### src/rtl/rx_term_pkg.sv
package rx_term_pkg;

  typedef enum logic [2:0] {
    CG_DATA  = 3'd0,
    CG_K     = 3'd1,
    CG_A     = 3'd2,
    CG_R     = 3'd3,
    CG_TERM  = 3'd4,
    CG_START = 3'd5,
    CG_OTHER = 3'd6
  } cg_kind_e;

  typedef struct packed {
    cg_kind_e   kind;
    logic [7:0] val;
    logic       derr;
  } cg_lane_t;

  localparam logic [7:0] XG_IDLE  = 8'h07;
  localparam logic [7:0] XG_TERM  = 8'hFD;
  localparam logic [7:0] XG_ERR   = 8'hFE;
  localparam logic [7:0] XG_START = 8'hFB;

endpackage

### src/rtl/rx_term_lane.sv
// Output decode of one lane, applying the frame-end marking rules.
module rx_term_lane
  import rx_term_pkg::*;
#(
  parameter int LANE = 0,
  parameter int IW   = 2
) (
  input  cg_lane_t      cur,
  input  cg_kind_e      nxt_kind,
  input  logic          nxt_derr,
  input  logic          cur_t_found,
  input  logic [IW-1:0] cur_t_idx,
  input  logic          nxt_t_found,
  input  logic [IW-1:0] nxt_t_idx,
  input  logic          ahead_bad,
  input  logic          after_t,
  output logic [7:0]    o_data,
  output logic          o_ctrl
);
  localparam logic [IW-1:0] MY = IW'(LANE);

  logic is_idle_cls;
  assign is_idle_cls = (cur.kind == CG_K) || (cur.kind == CG_A) || (cur.kind == CG_R);

  always_comb begin
    o_ctrl = 1'b1;
    unique case (cur.kind)
      CG_DATA:             begin o_data = cur.val; o_ctrl = 1'b0; end
      CG_K, CG_A, CG_R:    o_data = XG_IDLE;
      CG_TERM:             o_data = XG_TERM;
      CG_START:            o_data = XG_START;
      default:             o_data = XG_ERR;
    endcase

    if (cur_t_found && cur_t_idx == MY) begin
      o_data = XG_TERM;
      o_ctrl = 1'b1;
    end else if (cur_t_found && cur_t_idx < MY) begin
      o_ctrl = 1'b1;
      o_data = (is_idle_cls && !(after_t && cur.derr)) ? XG_IDLE : XG_ERR;
    end else if (cur_t_found && cur_t_idx > MY && ahead_bad) begin
      o_data = XG_ERR;
      o_ctrl = 1'b1;
    end else if (nxt_t_found && nxt_t_idx < MY && cur.kind == CG_DATA &&
                 (nxt_derr || nxt_kind != CG_K)) begin
      o_data = XG_ERR;
      o_ctrl = 1'b1;
    end else if (after_t && is_idle_cls && cur.derr) begin
      o_data = XG_ERR;
      o_ctrl = 1'b1;
    end
  end
endmodule

### config.mk
export PLATFORM = sky130hd
export DESIGN_NAME = rx_term_lane
export DESIGN_NICKNAME = d
export VERILOG_FILES = /design/src/rtl/rx_term_pkg.sv /design/src/rtl/rx_term_lane.sv
export SDC_FILE = /design/constraint.sdc
export NUM_CORES = 1
export LEC_CHECK = 0
export ABC_AREA = 1
export ABC_CLOCK_PERIOD_IN_PS = 1800
export BUFFER_PORTS_ARGS = -buffer_cell sky130_fd_sc_hd__buf_4
export CAP_MARGIN = 25
export CORE_AREA = 2 2 39 41
export DETAILED_ROUTE_END_ITERATION = 10
export DIE_AREA = 0 0 41 43
export PLACE_DENSITY = 0.56
export SLEW_MARGIN = 5
export SYNTH_ARGS = -nofsm -noshare
export SYNTH_HDL_FRONTEND = slang
export SYNTH_SLANG_ARGS = --single-unit
### constraint.sdc
create_clock -name vclk -period 1.8
set_clock_uncertainty 0.2 [all_clocks]
set_input_delay 0.36 -clock vclk [all_inputs]
set_output_delay 0.36 -clock vclk [all_outputs]
set_load 0.005 [all_outputs]
Word-level counts from Yosys, hierarchy flattened
Index checks and enable logic that the tools add are counted.
{"block": "word_totals", "in_bits": 24, "output_inout_bits": 9, "ff_bits": 0, "wordCells": 40}
{"block": "op_classes", "eq_ne": 6, "magnitude_cmp": 3, "n_mux": 13, "reduce_logical": 18}
{"operator": "8-bit two-way mux", "n": 6}
{"operator": "8-bit one-hot mux with 4 select lines", "n": 1}
{"operator": "1-bit logical AND", "n": 11}
{"operator": "3-bit by 2-bit == test with 1-bit output, second input constant", "n": 2}
{"operator": "3-bit == test, second input constant", "n": 2}
{"operator": "1-bit two-way mux", "n": 6}
{"operator": "2-bit by 1-bit < comparator with 1-bit output, second input constant", "n": 2}
{"operator": "3-bit by 1-bit == test with 1-bit output, second input constant", "n": 1}
{"operator": "3-bit zero test", "n": 1}
{"operator": "1-bit logical OR", "n": 3}
{"operator": "3-bit by 1-bit != test with 1-bit output, second input constant", "n": 1}
{"operator": "3-bit OR reduction", "n": 1}
{"operator": "2-bit by 1-bit > comparator with 1-bit output, second input constant", "n": 1}
{"operator": "2-bit zero test", "n": 1}
{"operator": "1-bit zero test", "n": 1}

Logic depth before layout (Yosys ltp)
{"block": "depth", "ltp_word": 10, "ltp_mapped": 6, "depth_no_buf": 6}

Worst setup path after synthesis
OpenSTA, ideal clock, no wires.
{"block": "synth_path", "kind": "input to output", "startpoint": "in cur_t_idx[1]", "endpoint": "out o_data[3]", "arrival_ns": 0.803, "path_stages": 4, "setup_slack_ns": 0.437, "n_path_buf": 0, "required_ns": 1.240, "path_cell_list": "nor2_2 -> nor2_1 -> nor2_4 -> nand4_1"}
{"block": "synth_via", "elab_chain_cells": 6, "elab_cells_between_ends": 10, "classes_between": "order compare (2); mux (3); reduce/logical (5)"}
{"element": "start: declaration", "line": "rx_term_lane.sv:12", "text": "input logic [IW-1:0] cur_t_idx,"}
{"element": "2-bit by 1-bit > comparator with 1-bit output", "line": "rx_term_lane.sv:41", "text": "end else if (cur_t_found && cur_t_idx > MY && ahead_bad) begin"}
{"element": "1-bit logical AND (2 in a row)", "line": "rx_term_lane.sv:41"}
{"element": "8-bit two-way mux", "line": "rx_term_lane.sv:41"}
{"element": "8-bit two-way mux", "line": "rx_term_lane.sv:38", "text": "end else if (cur_t_found && cur_t_idx < MY) begin"}
{"element": "8-bit two-way mux (*)", "line": "rx_term_lane.sv:35", "text": "if (cur_t_found && cur_t_idx == MY) begin"}
{"element": "end: declaration", "line": "rx_term_lane.sv:17", "text": "output logic [7:0] o_data,"}
Mark *: on every way between the ends. The rest lies on a longest branch, timed or not.

Worst setup path after layout
{"block": "layout_path", "startpoint": "in cur_t_idx[1]", "endpoint": "out o_data[7]"}
Same word-level chain as after synthesis.

==> results.cfg <==
[yosys]
netlist_area_sq_um = 229.0
syn_nets = 67
avgSynthCellArea_sq_um = 5.325
synth.distinct_cells = 14
syn_inst = 43
ys_warn_count = 0
synth-seq-area-share = 0

[final_layout]
area_growth_pct = 93.99
nClkBuffers = 0
n_sequential_cell = 0
fin_nets = 95
num_antenna_cells = 0
seq_area_sq_um = 0
final_core_util = 0.3210
drive_gt1_frac = 0.5072

[outcome]
status = complete, no violations

[sta]
period_minus_slack_ns = 1.663
max-slew-margin-rel = 0.8349
timing.fmax_mhz = 601.3
timing.final.hold_violations = 0
worst_pin_slew_ns = 0.2467
slew_violations = 0
rsz0062_at_grt = no
hold_slack_ns = 0.8107
setup_viol_count_final = 0
fin_crit_sh = 0.9239
tns_ns = 0

[setup_path]
critPathMaxFanout = 6
startpoint_type = primary input
worst-setup-path-type = in -> out
worstPathRequired_ns = 1.24
crit_buf_inv = 2
critical_path.top_delay_family = simple AND/OR/NAND/NOR gates
critPathSlowestCell = buf_4
crit_chain = buf_4 -> nor2_2 -> nor2_1 -> nor2_4 -> nand4_1 -> buf_4
path_common_cell = buf_4
critical-path-max-stage-delay_ns = 0.15
critPathLaunch = cur_t_idx[1]
endpoint_kind = primary output
arrival_ns = 1.10

[min_path]
hold_depth = 4
holdCritPathClass = in -> out
hold_start = cur[4]
hold_path_end = o_data[3]

[pwr]
p_leak_nw = 0.2416
ir_drop_uv = 64.12
p_per_area_mw_per_mm2 = 232.2
power_uw = 103.1

[floorplan]
start_util = 0.1655
boundaryPins = 33
core_sq_mm = 0.001384
die_area_sq_mm = 0.001763
std_cell_rows = 14
die_w_microns = 41
die_y_microns = 43

[clocking]
cts_resized = 0
cts_setup_buffers = 0
hold_buffers = 0

[drt]
drc = 0
drt_iter0_drc = 3
ant_nets = 0
vias = 351
routed_wl_microns = 674
wire_per_inst_microns = 7.929
drt-pass1-iter-count = 2
via_per_inst = 4.129

[global_route]
overflow = 0
grt_usage = 0.08591
grt_pass1_vias = 303
antenna_found_initial = 0
grt_pass1_wl_mm = 1.159
grt_max_degree = 10

[place]
gp_congestion = 0.6711
hpwl_microns = 591.2
portBuffers = 26

[job]
drv_cap = 0
==> layout make-up <==
class,instances,area (sq um)
fillers,166,939.7
inverters,8,30.03
multi-input cells,35,198.9
well taps,16,20.02
repair buffers,26,195.2
==> kinds of logic after synthesis <==
logic type      count (synthesis)  share of synthesized area
compound gates                  4                    0.09835
buf+inv                         8                     0.1312
simple gates                   31                     0.7705
==> metal layers <==
metal | up-vias | routed length [microns] | GRT usage | part of all wire
met5 | - | 0 | 0 | 0
met4 | 0 | 0 | 0 | 0
met3 | 0 | 59 | 0 | 0.088
met2 | 13 | 338 | 0.1594 | 0.50
met1 | 142 | 277 | 0.1108 | 0.41
li1 | 196 | - | - | -
==> per-stage QoR <==
step	instance area (sq um)	worst slack, ns	std cells
after CTS	444.2	0.1231	85
after floorplan	229.0	0.4375	43
after global routing	444.2	0.05339	85
after global placement	444.2	0.1373	85
final	444.2	0.1371	85
after detailed placement	444.2	0.1250	85
==> cells in the mapped netlist <==
cell type / number / area (sq um)
nand2_1: 11 / 41.29
inv_1: 6 / 22.52
nand4_1: 5 / 31.28
nand3_1: 4 / 20.02
nor2_1: 3 / 11.26
a21oi_1: 2 / 10.01
inv_2: 2 / 7.510
nand2_2: 2 / 12.51
nor2_2: 2 / 12.51
nor2_4: 2 / 22.52
a21boi_0: 1 / 7.510
nand3_4: 1 / 17.52
nand3b_1: 1 / 7.510
o21ai_0: 1 / 5.000
==> power breakdown <==
part	internal [mW]	switching, mW
registers	0	0
logic	0.0587	0.0444
clock network	0	0
total	0.0587	0.0444
==> placed cells by master, fill, tap and decap left out, drive strengths merged <==
cell     n
o21ai    1
inv      8
nand2   13
buf     26
nand4    5
nand3b   1
nor2     7
a21oi    2
a21boi   1
nand3    5
==> worst max path at each step <==
stage,end,slack (ns),depth (start not counted)
4_1_cts,o_data[7],0.12,6
2_1_floorplan,o_data[3],0.44,4
5_1_grt,o_data[4],0.05,6
6_report,o_data[7],0.14,6
3_3_place_gp,o_data[5],0.14,6
3_5_place_dp,o_data[7],0.13,6
(Power assumes the default switching activity.)
